$ cat config.mk
export PLATFORM = sky130hd
export DESIGN_NAME = prio_irq_ctrl
export DESIGN_NICKNAME = d
export VERILOG_FILES = /design/src/rtl/prio_irq_pkg.sv /design/src/rtl/irq_cfg_regs.sv /design/src/rtl/irq_flag_bank.sv /design/src/rtl/irq_arbiter.sv /design/src/rtl/irq_service_stack.sv /design/src/rtl/prio_irq_ctrl.sv
export SDC_FILE = /design/constraint.sdc
export NUM_CORES = 1
export LEC_CHECK = 0
export BUFFER_PORTS_ARGS = -buffer_cell sky130_fd_sc_hd__buf_2
export CAP_MARGIN = 20
export CORE_ASPECT_RATIO = 0.7
export CORE_MARGIN = 2
export CORE_UTILIZATION = 61
export DETAILED_ROUTE_END_ITERATION = 10
export GPL_TIMING_DRIVEN = 0
export PLACE_DENSITY_LB_ADDON = 0.05
export SKIP_LAST_GASP = 1
export SLEW_MARGIN = 20
export SYNTH_ARGS = -nofsm -noshare
export SYNTH_HDL_FRONTEND = slang
export SYNTH_HIERARCHICAL = 1
export SYNTH_SLANG_ARGS = --single-unit
$ cat constraint.sdc
create_clock -name clk -period 44.4 [get_ports clk]
set_input_delay 2.22 -clock clk [delete_from_list [all_inputs] [get_ports clk]]
set_output_delay 2.22 -clock clk [all_outputs]
set_load 0.01 [all_outputs]
$ cat src/rtl/prio_irq_pkg.sv
// Package: shared sizes, source indices and flag behaviour masks for the
// four-level interrupt controller. Assumes 15 sources and 16 flags.
package prio_irq_pkg;
    localparam int NUM_SRC   = 15;
    localparam int NUM_FLAG  = 16;
    localparam int LVL_W     = 2;
    localparam int VEC_W     = 4;
    localparam int SVC_DEPTH = 4;
    localparam int DEPTH_W   = 3;

    localparam int SRC_EXT0  = 0;
    localparam int SRC_TMR0  = 1;
    localparam int SRC_EXT1  = 2;
    localparam int SRC_TMR1  = 3;
    localparam int SRC_SER0  = 4;
    localparam int SRC_SER1  = 5;
    localparam int SRC_CONV  = 6;
    localparam int SRC_T2OVF = 14;

    // flags that software may not set
    localparam logic [NUM_FLAG-1:0] SW_SET_BLOCK = 16'h0040;
    // flags that an acknowledge never clears
    localparam logic [NUM_FLAG-1:0] STICKY_MASK  = 16'hFFF0;

    typedef enum logic [1:0] {
        CFG_ENABLE  = 2'd0,
        CFG_PRIO_LO = 2'd1,
        CFG_PRIO_HI = 2'd2
    } cfg_sel_e;
endpackage

$ cat src/rtl/irq_cfg_regs.sv
// Configuration registers: the enable word (global bit on top) and the two
// priority bit words. Assumes single-cycle write strobes from the CPU bus.
module irq_cfg_regs
    import prio_irq_pkg::*;
#(
    parameter int NS = NUM_SRC
) (
    input  logic          clk,
    input  logic          rst_n,
    input  logic          cfg_we,
    input  logic [1:0]    cfg_sel,
    input  logic [NS:0]   cfg_wdata,
    output logic [NS-1:0] src_en,
    output logic          glb_en,
    output logic [NS-1:0] prio_lo,
    output logic [NS-1:0] prio_hi
);
    // capture configuration words on write
    always_ff @(posedge clk) begin
        if (!rst_n) begin
            src_en  <= '0;
            glb_en  <= 1'b0;
            prio_lo <= '0;
            prio_hi <= '0;
        end else if (cfg_we) begin
            case (cfg_sel_e'(cfg_sel))
                CFG_ENABLE: begin
                    src_en <= cfg_wdata[NS-1:0];
                    glb_en <= cfg_wdata[NS];
                end
                CFG_PRIO_LO: prio_lo <= cfg_wdata[NS-1:0];
                CFG_PRIO_HI: prio_hi <= cfg_wdata[NS-1:0];
                default: ;
            endcase
        end
    end
endmodule

$ cat src/rtl/irq_flag_bank.sv
// Request flag bank: hardware events set flags, software sets and clears
// them, acknowledge clears the non-sticky ones. A hardware set wins over
// every clear in the same cycle. Assumes all inputs are single-cycle strobes.
module irq_flag_bank
    import prio_irq_pkg::*;
#(
    parameter int              NF        = NUM_FLAG,
    parameter logic [NF-1:0]   SET_BLOCK = SW_SET_BLOCK,
    parameter logic [NF-1:0]   STICKY    = STICKY_MASK
) (
    input  logic          clk,
    input  logic          rst_n,
    input  logic [NF-1:0] hw_evt,
    input  logic [NF-1:0] sw_set,
    input  logic [NF-1:0] sw_clr,
    input  logic [NF-1:0] ack_clr,
    output logic [NF-1:0] flag_q
);
    logic [NF-1:0] flag_d;

    // merge the update sources, hardware set applied last so it wins
    always_comb begin
        flag_d = flag_q & ~sw_clr;
        flag_d = flag_d | (sw_set & ~SET_BLOCK);
        flag_d = flag_d & ~(ack_clr & ~STICKY);
        flag_d = flag_d | hw_evt;
    end

    // flag storage
    always_ff @(posedge clk) begin
        if (!rst_n) flag_q <= '0;
        else        flag_q <= flag_d;
    end

    for (genvar i = 0; i < NF; i++) begin : g_chk
        AST_HW_SET_LANDS: assert property (@(posedge clk) disable iff (!rst_n)
            hw_evt[i] |=> flag_q[i]);
        if (STICKY[i]) begin : g_sticky
            AST_STICKY_HOLD: assert property (@(posedge clk) disable iff (!rst_n)
                (flag_q[i] && !sw_clr[i]) |=> flag_q[i]);
        end
        if (SET_BLOCK[i]) begin : g_blk
            AST_NO_SW_RAISE: assert property (@(posedge clk) disable iff (!rst_n)
                (!flag_q[i] && !hw_evt[i]) |=> !flag_q[i]);
        end
    end
endmodule

$ cat src/rtl/irq_arbiter.sv
// Arbiter: among pending, enabled sources picks the highest level, and on a
// tie the lowest index. Purely combinational; assumes registered inputs.
module irq_arbiter
    import prio_irq_pkg::*;
#(
    parameter int NS = NUM_SRC,
    parameter int LW = LVL_W,
    parameter int VW = VEC_W
) (
    input  logic [NS-1:0] pend,
    input  logic [NS-1:0] src_en,
    input  logic          glb_en,
    input  logic [NS-1:0] prio_lo,
    input  logic [NS-1:0] prio_hi,
    output logic          win_valid,
    output logic [VW-1:0] win_idx,
    output logic [LW-1:0] win_lvl
);
    // scan upward, replacing the winner only on a strictly higher level
    always_comb begin
        win_valid = 1'b0;
        win_idx   = '0;
        win_lvl   = '0;
        for (int i = 0; i < NS; i++) begin
            if (glb_en && pend[i] && src_en[i] &&
                (!win_valid || {prio_hi[i], prio_lo[i]} > win_lvl)) begin
                win_valid = 1'b1;
                win_idx   = VW'(i);
                win_lvl   = {prio_hi[i], prio_lo[i]};
            end
        end
    end

    AST_WIN_ELIGIBLE: assert final (!win_valid ||
        (glb_en && pend[win_idx] && src_en[win_idx]));
endmodule

$ cat src/rtl/irq_service_stack.sv
// In-service stack: an acknowledge pushes the granted level, a return pops
// one. Assumes pushed levels strictly increase, so the depth never exceeds DEPTH.
module irq_service_stack
    import prio_irq_pkg::*;
#(
    parameter int DEPTH = SVC_DEPTH,
    parameter int LW    = LVL_W,
    parameter int DW    = DEPTH_W
) (
    input  logic          clk,
    input  logic          rst_n,
    input  logic          push,
    input  logic [LW-1:0] push_lvl,
    input  logic          pop,
    output logic [DW-1:0] depth,
    output logic [LW-1:0] top_lvl
);
    logic [LW-1:0] lvl_q [DEPTH];
    logic          do_pop;

    assign do_pop = pop && (depth != '0);

    // read the top entry, level 0 when empty
    always_comb begin
        top_lvl = '0;
        for (int i = 0; i < DEPTH; i++) begin
            if (DW'(i + 1) == depth) top_lvl = lvl_q[i];
        end
    end

    // update depth and write the pushed level
    always_ff @(posedge clk) begin
        if (!rst_n) begin
            depth <= '0;
            for (int i = 0; i < DEPTH; i++) lvl_q[i] <= '0;
        end else begin
            if (push) begin
                for (int i = 0; i < DEPTH; i++) begin
                    if (DW'(i) == (do_pop ? depth - DW'(1) : depth)) lvl_q[i] <= push_lvl;
                end
            end
            if (push && !do_pop)      depth <= depth + DW'(1);
            else if (do_pop && !push) depth <= depth - DW'(1);
        end
    end

    AST_STACK_NO_OVERFLOW: assert property (@(posedge clk) disable iff (!rst_n)
        (push && !pop) |-> (depth < DW'(DEPTH)));
    AST_PUSH_GROWS: assert property (@(posedge clk) disable iff (!rst_n)
        (push && !pop) |=> (depth == $past(depth) + DW'(1)));
    AST_POP_SHRINKS: assert property (@(posedge clk) disable iff (!rst_n)
        (pop && !push && depth != '0) |=> (depth == $past(depth) - DW'(1)));
endmodule

$ cat src/rtl/prio_irq_ctrl.sv
// Top: four-level priority interrupt controller. Combines flags, arbitration
// and the in-service stack, and presents one request to the CPU. Assumes
// acknowledge and return are single-cycle pulses from the core.
module prio_irq_ctrl
    import prio_irq_pkg::*;
(
    input  logic                 clk,
    input  logic                 rst_n,
    input  logic [NUM_FLAG-1:0]  hw_evt,
    input  logic [NUM_FLAG-1:0]  sw_flag_set,
    input  logic [NUM_FLAG-1:0]  sw_flag_clr,
    input  logic                 cfg_we,
    input  logic [1:0]           cfg_sel,
    input  logic [NUM_SRC:0]     cfg_wdata,
    input  logic                 irq_ack,
    input  logic                 irq_ret,
    output logic                 irq_req,
    output logic [VEC_W-1:0]     irq_vec,
    output logic [LVL_W-1:0]     irq_lvl,
    output logic [DEPTH_W-1:0]   svc_depth,
    output logic [LVL_W-1:0]     svc_lvl,
    output logic [NUM_FLAG-1:0]  flag_q
);
    logic [NUM_SRC-1:0]  src_en, prio_lo, prio_hi, pend;
    logic                glb_en, win_valid, grant;
    logic [VEC_W-1:0]    win_idx;
    logic [LVL_W-1:0]    win_lvl;
    logic [NUM_FLAG-1:0] ack_clr;

    irq_cfg_regs #(.NS(NUM_SRC)) u_cfg (
        .clk(clk), .rst_n(rst_n), .cfg_we(cfg_we), .cfg_sel(cfg_sel),
        .cfg_wdata(cfg_wdata), .src_en(src_en), .glb_en(glb_en),
        .prio_lo(prio_lo), .prio_hi(prio_hi)
    );

    irq_flag_bank #(.NF(NUM_FLAG)) u_flags (
        .clk(clk), .rst_n(rst_n), .hw_evt(hw_evt), .sw_set(sw_flag_set),
        .sw_clr(sw_flag_clr), .ack_clr(ack_clr), .flag_q(flag_q)
    );

    // map flags onto source request lines; the last source merges the rest
    for (genvar i = 0; i < NUM_SRC - 1; i++) begin : g_pend
        assign pend[i] = flag_q[i];
    end
    assign pend[NUM_SRC-1] = |flag_q[NUM_FLAG-1:NUM_SRC-1];

    irq_arbiter #(.NS(NUM_SRC)) u_arb (
        .pend(pend), .src_en(src_en), .glb_en(glb_en), .prio_lo(prio_lo),
        .prio_hi(prio_hi), .win_valid(win_valid), .win_idx(win_idx),
        .win_lvl(win_lvl)
    );

    // present a request only if it outranks the level in service
    always_comb begin
        irq_req = win_valid && ((svc_depth == '0) || (win_lvl > svc_lvl));
        irq_vec = irq_req ? win_idx : '0;
        irq_lvl = irq_req ? win_lvl : '0;
    end

    assign grant   = irq_ack && irq_req;
    assign ack_clr = grant ? (NUM_FLAG'(1) << win_idx) : '0;

    irq_service_stack #(.DEPTH(SVC_DEPTH)) u_stack (
        .clk(clk), .rst_n(rst_n), .push(grant), .push_lvl(win_lvl),
        .pop(irq_ret), .depth(svc_depth), .top_lvl(svc_lvl)
    );

    AST_REQ_ENABLED: assert property (@(posedge clk) disable iff (!rst_n)
        irq_req |-> (glb_en && src_en[irq_vec]));
    AST_PREEMPT_STRICT: assert property (@(posedge clk) disable iff (!rst_n)
        (irq_req && svc_depth != '0) |-> (irq_lvl > svc_lvl));
    AST_ACK_PUSHES_LVL: assert property (@(posedge clk) disable iff (!rst_n)
        (grant && !irq_ret) |=> (svc_lvl == $past(irq_lvl)));
endmodule

# Word level (Yosys, flattened, before mapping)
# Memory sizes are Yosys's and may differ from the RTL's.
# Index checks and enable logic that the tools add are counted.
totals:
  word_cells: 208
  ramBits: 8
  memories: 1
  inputBits: 71
  register_bits: 65
  output_inout_bits: 28
mem_list:
  columns: ["memory", "depth", "word_bits", "read_ports", "rd_clocked_by_memory_dff", "wr", "line_no", "source"]
  rows:
  - ["u_stack.lvl_q", 4, 2, 4, 0, 4, "irq_service_stack.sv:18", "logic [LW-1:0] lvl_q [DEPTH];"]
classes:
  add_sub_neg: 2
  n_eq_ne: 9
  n_lt_le_gt_ge: 15
  n_reduce_logical: 89
  bitwise: 10
  shift: 1
  n_mux: 75
op_table:
  columns: ["cell", "n"]
  rows:
  - ["2-bit two-way mux", 26]
  - ["1-bit logical AND", 49]
  - ["4-bit two-way mux", 9]
  - ["1-bit two-way mux", 33]
  - ["16-bit bitwise AND", 2]
  - ["16-bit OR", 2]
  - ["2-bit greater-than comparator", 15]
  - ["3-bit two-way mux", 7]
  - ["1-bit zero test", 16]
  - ["16-bit inverter", 1]
  - ["4-bit inverter with 16-bit output", 1]
  - ["1-bit logical OR", 15]
  - ["2-bit by 3-bit == test with 1-bit output (first input constant)", 4]
  - ["1-bit by 3-bit == test with 1-bit output (first input constant)", 2]
  - ["3-bit zero test", 2]
  - ["2-bit AND reduction", 3]
  - ["1-bit OR", 4]
  - ["1-bit by 4-bit left shift with 4-bit output (first input constant)", 1]
  - ["3-bit by 1-bit adder with 3-bit output (second input constant)", 1]
  - ["3-bit == test (first input constant)", 1]
  - ["3-bit nonzero test", 1]
  - ["3-bit by 1-bit subtractor with 3-bit output (second input constant)", 1]
  - ["2-bit by 1-bit == test with 1-bit output (second input constant)", 1]
  - ["2-bit == test (second input constant)", 1]
  - ["3 further kinds", 3]

# Longest topological paths before layout
# Gate-level depths: netlist (run 1).
depth:
  depth_word: 67
  ltp_mapped: 110
  mapped_depth_nobuf: 108

# Modules after synthesis
# Netlist (run 1), hierarchy kept.
modules_own_cells:
  columns: ["mod", "cells_each", "seq_area_each_um2", "n_inst", "area_per_inst_um2"]
  rows:
  - ["irq_cfg_regs", 170, 920.9, 1, 1762.9]
  - ["irq_arbiter", 246, 0.0, 1, 1664.1]
  - ["irq_service_stack", 75, 300.3, 1, 749.5]
  - ["irq_flag_bank", 54, 320.3, 1, 623.1]
  - ["prio_irq_ctrl", 61, 0.0, 1, 481.7]

# Least setup slack after synthesis (run 1)
# OpenSTA, ideal clock, no wires.
synth_path:
  path_kind: "flip-flop to output port"
  from: "register u_flags.flag_q[0]"
  to: "output port irq_req"
  slack_ns: 24.732
  stages_incl_launch_ff: 93
  arrival_ns: 17.448
  required_ns: 42.180
  path_buffers: 2
  path_cell_list: "dfxtp_1 > and3_1 > clkbuf_1 > nand2_1 > ha_1 > nor2b_1 > o21ai_1 > o211a_1 > nor2_1 > ha_1 > nor2b_1 > a2bb2oi_1 > o2111a_1 > a221oi_1 > nor2_1 > ha_1 > nand2_1 > o21ai_0 > [... 57 more ...] > o2111ai_1 > mux2i_1 > ha_1 > nor2b_1 > o21ai_0 > nand2_1 > nand4_1 > mux2_2 > ha_1 > a21oi_1 > a21oi_1 > o2111a_1 > mux2i_1 > ha_1 > nor2b_1 > o21ai_2 > clkbuf_1 > a21boi_0"
synth_via:
  elab_chain_len: 62
  word_cells_on_any_way: 91
  classes_between: "order compare (15); mux (30); reduce/logical (46)"
synth_rtl:
  columns: ["item", "line_no", "source"]
  rows:
  - ["start, declared", "irq_flag_bank.sv:17", "output logic [NF-1:0] flag_q"]
  - ["start signal, assigned", "irq_flag_bank.sv:32", "else flag_q <= flag_d;"]
  - ["1-bit logical AND * (2 in series)", "irq_arbiter.sv:25", "if (glb_en && pend[i] && src_en[i] &&"]
  - ["2-bit two-way mux or 1-bit two-way mux (tied branches)", "irq_arbiter.sv:25", null]
  - ["2-bit greater-than comparator or 1-bit zero test (tied branches)", "irq_arbiter.sv:26", "(!win_valid || {prio_hi[i], prio_lo[i]} > win_lvl)) begin"]
  - ["1-bit logical OR", "irq_arbiter.sv:26", null]
  - ["1-bit logical AND", "irq_arbiter.sv:25", null]
  - ["2-bit two-way mux or 1-bit two-way mux (tied branches)", "irq_arbiter.sv:25", null]
  - ["2-bit greater-than comparator or 1-bit zero test (tied branches)", "irq_arbiter.sv:26", null]
  - ["1-bit logical OR", "irq_arbiter.sv:26", null]
  - ["[... 46 more ...]", null, null]
  - ["2-bit greater-than comparator or 1-bit zero test (tied branches)", "irq_arbiter.sv:26", null]
  - ["1-bit logical OR", "irq_arbiter.sv:26", null]
  - ["1-bit logical AND", "irq_arbiter.sv:25", null]
  - ["2-bit two-way mux *", "irq_arbiter.sv:25", null]
  - ["named net win_lvl[1]", "prio_irq_ctrl.sv:27", "logic [LVL_W-1:0] win_lvl;"]
  - ["2-bit greater-than comparator *", "prio_irq_ctrl.sv:55", "irq_req = win_valid && ((svc_depth == '0) || (win_lvl > svc_lvl));"]
  - ["1-bit logical OR *", "prio_irq_ctrl.sv:55", null]
  - ["1-bit logical AND *", "prio_irq_ctrl.sv:55", null]
  - ["end, declared", "prio_irq_ctrl.sv:17", "output logic irq_req,"]
# Mark *: on every way through the listed nets, which the timed path passes. The rest lies on a longest branch.

# Final worst setup path (run 1)
layout_path:
  from: "register u_cfg.src_en[0]"
  to: "output port irq_req"
layout_via:
  elab_chain_len: 61
  word_cells_on_any_way: 90
  classes_between: "order compare (15); mux (30); reduce/logical (45)"
layout_rtl:
  columns: ["item", "line_no", "source"]
  rows:
  - ["start, declared", "irq_cfg_regs.sv:13", "output logic [NS-1:0] src_en,"]
  - ["start signal, assigned", "irq_cfg_regs.sv:28", "src_en <= cfg_wdata[NS-1:0];"]
  - ["1-bit logical AND *", "irq_arbiter.sv:25", null]
  - ["2-bit two-way mux or 1-bit two-way mux (tied branches)", "irq_arbiter.sv:25", null]
  - ["2-bit greater-than comparator or 1-bit zero test (tied branches)", "irq_arbiter.sv:26", null]
  - ["1-bit logical OR", "irq_arbiter.sv:26", null]
  - ["1-bit logical AND", "irq_arbiter.sv:25", null]
  - ["2-bit two-way mux or 1-bit two-way mux (tied branches)", "irq_arbiter.sv:25", null]
  - ["2-bit greater-than comparator or 1-bit zero test (tied branches)", "irq_arbiter.sv:26", null]
  - ["1-bit logical OR", "irq_arbiter.sv:26", null]
  - ["[... 46 more ...]", null, null]
  - ["2-bit greater-than comparator or 1-bit zero test (tied branches)", "irq_arbiter.sv:26", null]
  - ["1-bit logical OR", "irq_arbiter.sv:26", null]
  - ["1-bit logical AND", "irq_arbiter.sv:25", null]
  - ["2-bit two-way mux *", "irq_arbiter.sv:25", null]
  - ["named net win_lvl[1]", "prio_irq_ctrl.sv:27", null]
  - ["2-bit greater-than comparator *", "prio_irq_ctrl.sv:55", null]
  - ["1-bit logical OR *", "prio_irq_ctrl.sv:55", null]
  - ["1-bit logical AND *", "prio_irq_ctrl.sv:55", null]
# Marked as above.

==> impl_metrics.ini, run 1 <==
[outcome]
status = finished, violations left
violations = DRC

[logic_synthesis]
synth_area_mm2 = 0.005062
ys_warn_count = 6
syn-num-nets = 688
netlist_instances = 586
synth_area_per_cell_um2 = 8.639

[power_and_ir_drop]
vdd_drop_max_uv = 25.11
pwr_density_cell_mw_per_mm2 = 31.73
p_leak_nw = 2.701
power_w = 0.0001902

[floorplan]
ios = 99
core_area_mm2 = 0.007973
die_area_mm2 = 0.009056
die_y_um = 80.22
start_util = 0.6350
fp-row-count = 27
die_w_um = 112.9

[clocking]
cts_resized = 0
clockBufferDepth = 2
clock_latency_ps = 340
postCtsSetupBuffers = 0
path_clk_slew_ps = 60
htree_levels = 3
numCtsBuffers = 9
cts_tree = built
cts_hold_buffers = 0
cts.sinks = 73
cts-root-buf = clkbuf_16

[setup_path]
crit_fanout = 8
critPathLaunchType = register
arrival_ps = 20810
required_ps = 42180
max_stage_delay_ps = 510
crit_type = register to primary output
crit_top_cell = ha_1
regToRegSetupSlack_ps = 23080
slowest_stage = a211oi_2
end_kind = primary output
reg2regPathDepth = 102
r2r_start = u_cfg/src_en[0]$_SDFFE_PN0P_
r2r_end = u_stack/lvl_q[3][0]$_SDFFCE_PN0P_

[drt]
wl_um = 13490
vias = 4878
wl_per_cell_um = 16.87
drt_iter0_drc = 407
firstDrtPassIters = 8
via_per_inst = 6.098
drc_errors = 9
ant_nets = 0

[hold_path]
hold_class = register to register
holdPathEnd = u_cfg/src_en[8]$_SDFFE_PN0P_
hold_depth = 2
min-delay-start = u_cfg/src_en[8]$_SDFFE_PN0P_

[sta]
tightest_slew_ps = 848.0
finalHoldViolCount = 0
setup_viol = 0
rsz0062_at_grt = false
slew_headroom = 0.4294
slew_viol_final = 0
period_share = 0.5187
setup_tns_ps = 0
finalWorstSetupSlack_ps = 21370
fin_skew_ps = 6.115
fmax_mhz = 43.42
layout_min_cycle_time_ps = 23030

[cells_and_area]
nets = 796
stdcell_area_mm2 = 0.005996
num-fill-cells = 603
layout_commonest_cell = buf_2
n_antenna_cell = 0
syn2layout_area_growth_pct = 18.44
layout_common_cells = 105 x buf_2, 97 x nand2_1, 65 x dfxtp_1
final_cells = 800
layout-drive-gt1-share = 0.2647

[global_route]
grt-ovfl-total = 0
track_usage = 0.3034
grt_pass1_wl_um = 21600
first_global_vias = 4416
grt_max_degree = 13
antenna_found_initial = 0

[place]
dp.cells = 784
dp_hpwl_um = 10030
io_buffers = 97
place_ws_ps = 22380
dpl_cell_area_mm2 = 0.005674
gp_congestion = 0.9093

[job]
drv_cap = 0
## flip-flops by register name (all words and copies together), names as in the netlist
signal          cells
u_stack/lvl_q       8
u_flags/flag_q     16
u_cfg/prio_hi      15
u_cfg/glb_en        1
u_cfg/src_en       15
u_cfg/prio_lo      15
u_stack/depth       3
## final cells by class
| cell class | instances | area (um^2) | share of cell area |
|---|---|---|---|
| multi-input combinational | 451 | 3186 | 0.5313 |
| sequential | 73 | 1541 | 0.2571 |
| timing repair buffer | 97 | 485.5 | 0.08097 |
| clock buffer | 11 | 242.7 | 0.04048 |
| buffer | 28 | 207.7 | 0.03464 |
| inverter | 34 | 127.6 | 0.02129 |
| tap | 101 | 126.4 | 0.02108 |
| clock inverter | 5 | 78.83 | 0.01315 |
## where the power goes
| part | internal (W) | switching [W] |
|---|---|---|
| logic | 0.0000156 | 0.0000222 |
| registers | 0.0000700 | 0.00000374 |
| clock network | 0.0000506 | 0.0000281 |
## through the flow
stage	utilization	hold WS [ps]
floorplan	-	430.5
global placement	0.7117	440.5
detailed placement	0.7117	451.8
CTS	0.7520	459.9
global route	0.7520	479.5
finish	0.7520	456.4
## worst max path at each step
stage / from / end / slack (ps) / depth (start not counted)
after CTS: u_cfg/src_en[0]$_SDFFE_PN0P_ / irq_req / 21800 / 98
after detailed placement: u_flags/flag_q[0]$_SDFF_PN0_ / irq_req / 22380 / 97
after global routing: u_cfg/glb_en$_SDFFE_PN0P_ / irq_req / 20040 / 98
after floorplan: u_flags/flag_q[0]$_SDFF_PN0_ / irq_req / 24800 / 92
final: u_cfg/src_en[0]$_SDFFE_PN0P_ / irq_req / 21370 / 98
after global placement: u_cfg/src_en[0]$_SDFFE_PN0P_ / irq_req / 22980 / 95
## critical path, delay by kind of cell, from the launching register on
kind,cells,cell delay [ps]
DFF,1,380
buffers and inverters,8,1110
and+or+nand+nor,31,4520
adders and majority gates,16,4500
muxes,3,1080
AOI/OAI and AO/OA,40,8860
## metal layers
layer	global-route usage	wire length (um)
met5	0	0
met4	0.09268	241
met3	0.05887	1086
met2	0.4861	5875
met1	0.4166	6291
Power figures use the tool's default switching activity.
==> run 2, diff against run 1 <==
--- a/config.mk
+++ b/config.mk
@@ -5,11 +5,12 @@
 export SDC_FILE = /design/constraint.sdc
 export NUM_CORES = 1
 export LEC_CHECK = 0
+export ABC_AREA = 1
 export BUFFER_PORTS_ARGS = -buffer_cell sky130_fd_sc_hd__buf_2
 export CAP_MARGIN = 20
 export CORE_ASPECT_RATIO = 0.7
 export CORE_MARGIN = 2
-export CORE_UTILIZATION = 61
+export CORE_UTILIZATION = 57
 export DETAILED_ROUTE_END_ITERATION = 10
 export GPL_TIMING_DRIVEN = 0
 export PLACE_DENSITY_LB_ADDON = 0.05
==> constraint.sdc (replaced) <==
create_clock -name clk -period 23.7 [get_ports clk]
set_input_delay 1.185 -clock clk [delete_from_list [all_inputs] [get_ports clk]]
set_output_delay 1.185 -clock clk [all_outputs]
set_load 0.01 [all_outputs]
==> run 2 against run 1 <==
- the run now ends clean
- total power increased by 130%
- clock power increased by 100%
- clock-buffer cell count increased by 2
- register-to-register slack got worse by 16000 ps
- via count increased by 11%
- final cell count increased by 34%
- worst setup slack got worse by 15000 ps
- critical path type unchanged
- largest power group unchanged
==> impl_metrics.ini, run 2 <==
[global_route]
track_usage = 0.2980
antenna_found_initial = 0
grt-ovfl-total = 0
grt_max_degree = 13
first_global_vias = 5086
grt_pass1_wl_um = 23900

[setup_path]
crit_top_cell = nand2_1
path_buf_inv = 12
crit_fanout = 7
cp_top_family = simple AND/OR/NAND/NOR gates
slowest_stage = o21ai_0
required_ps = 22510
max_stage_delay_ps = 390
crit_type = register to primary output
critPathLaunchType = register
end_kind = primary output
arrival_ps = 16530

[logic_synthesis]
synth_area_mm2 = 0.005295
ys_warn_count = 6
synth_area_per_cell_um2 = 6.341
syn-num-nets = 937
netlist_instances = 835

[drt]
ant_nets = 0
via_per_inst = 5.052
drc_errors = 0
wl_met1_um = 6600
wl_met2_um = 6534
top_layer = met4
wl_met3_um = 1172
drt_iter0_drc = 440
wl_per_cell_um = 13.59
vias = 5411
firstDrtPassIters = 5
wl_um = 14550

[cells_and_area]
final_cells = 1071
layout-drive-gt1-share = 0.2323
n_antenna_cell = 0
nets = 1044
syn2layout_area_growth_pct = 18.76
layout_commonest_cell = nand2_1
largest_register_ffs = 16
top_register = u_flags/flag_q
layout_common_cells = 197 x nand2_1, 157 x inv_1, 138 x nor2_1

[clocking]
cts_tree = built
htree_levels = 3
path_clk_slew_ps = 60
cts-root-buf = clkbuf_16
numCtsBuffers = 9
clock_latency_ps = 340
postCtsSetupBuffers = 0
cts_resized = 0
clockBufferDepth = 2
cts.sinks = 73
cts_hold_buffers = 0

[floorplan]
start_util = 0.5861
core_area_mm2 = 0.009035
fp-row-count = 29
die_w_um = 119.2
die_y_um = 84.64
ios = 99
die_area_mm2 = 0.01009

[hold_path]
hold_class = register to register

[job]
drv_cap = 0

[sta]
slew_viol_final = 0
setup_tns_ps = 0
layout_min_cycle_time_ps = 17710
fmax_mhz = 56.45
fin_skew_ps = 6.968
period_share = 0.7474
rsz0062_at_grt = false
finalHoldViolCount = 0
setup_viol = 0
tightest_slew_ps = 378.3
slew_headroom = 0.7451

[outcome]
status = finished clean

[place]
gp_congestion = 0.9000
dp.cells = 1055
dp_hpwl_um = 10900
io_buffers = 96

[power_and_ir_drop]
p_leak_nw = 3.501
pwr_density_cell_mw_per_mm2 = 68.86
vdd_drop_max_uv = 46.95
-- run 2: stage by stage --
step           power [W]  instance area (um^2)  worst slack, ps  utilization  hold WS [ps]
6_report       0.0004330                  6289             5985       0.6960         479.0
5_1_grt        0.0004543                  6289             4453       0.6960         485.4
4_1_cts        0.0004327                  6289             6206       0.6960         471.6
3_5_place_dp   0.0002715                  5931             6673       0.6564         463.0
3_3_place_gp   0.0002655                  5931             7445       0.6564         454.4
2_1_floorplan  0.0002370                  5295             8605            -         452.2
-- run 2: power breakdown --
group / internal [W] / switching, W
registers: 0.000134 / 0.00000959
logic: 0.0000467 / 0.0000821
clock network: 0.000107 / 0.0000533
-- run 2: worst paths after layout --
check        cells past startpoint                                end  slack, ps                         start
min reg2reg                      2       u_cfg/src_en[4]$_SDFFE_PN0P_        480  u_cfg/src_en[4]$_SDFFE_PN0P_
max reg2reg                    116  u_stack/lvl_q[2][0]$_SDFFCE_PN0P_       6650     u_cfg/glb_en$_SDFFE_PN0P_
min                              2       u_cfg/src_en[4]$_SDFFE_PN0P_        480  u_cfg/src_en[4]$_SDFFE_PN0P_
max                            113                         irq_vec[0]       5990     u_cfg/glb_en$_SDFFE_PN0P_
-- run 2: worst reg2reg max path, delay by kind of cell (launching register included) --
kind | cells | cell delay [ps]
and+or+nand+nor | 68 | 7480
DFF | 1 | 340
adders and majority gates | 15 | 4280
buffers and inverters | 11 | 810
AOI/OAI and AO/OA | 22 | 3840
-- run 2: metal layers --
layer	GRT usage	vias to the layer above
met5	0	-
met3	0.06454	22
met4	0.08117	0
li1	-	2743
met2	0.4948	205
met1	0.3942	2441
-- run 2: area by class of cell --
cell class,count,area (um^2)
clock inverter,3,66.31
fill,806,2746
clock buffer,13,291.5
sequential,73,1541
multi-input combinational,572,2990
buffer,22,130.1
tap,124,155.1
inverter,168,633.1
timing repair buffer,96,480.5
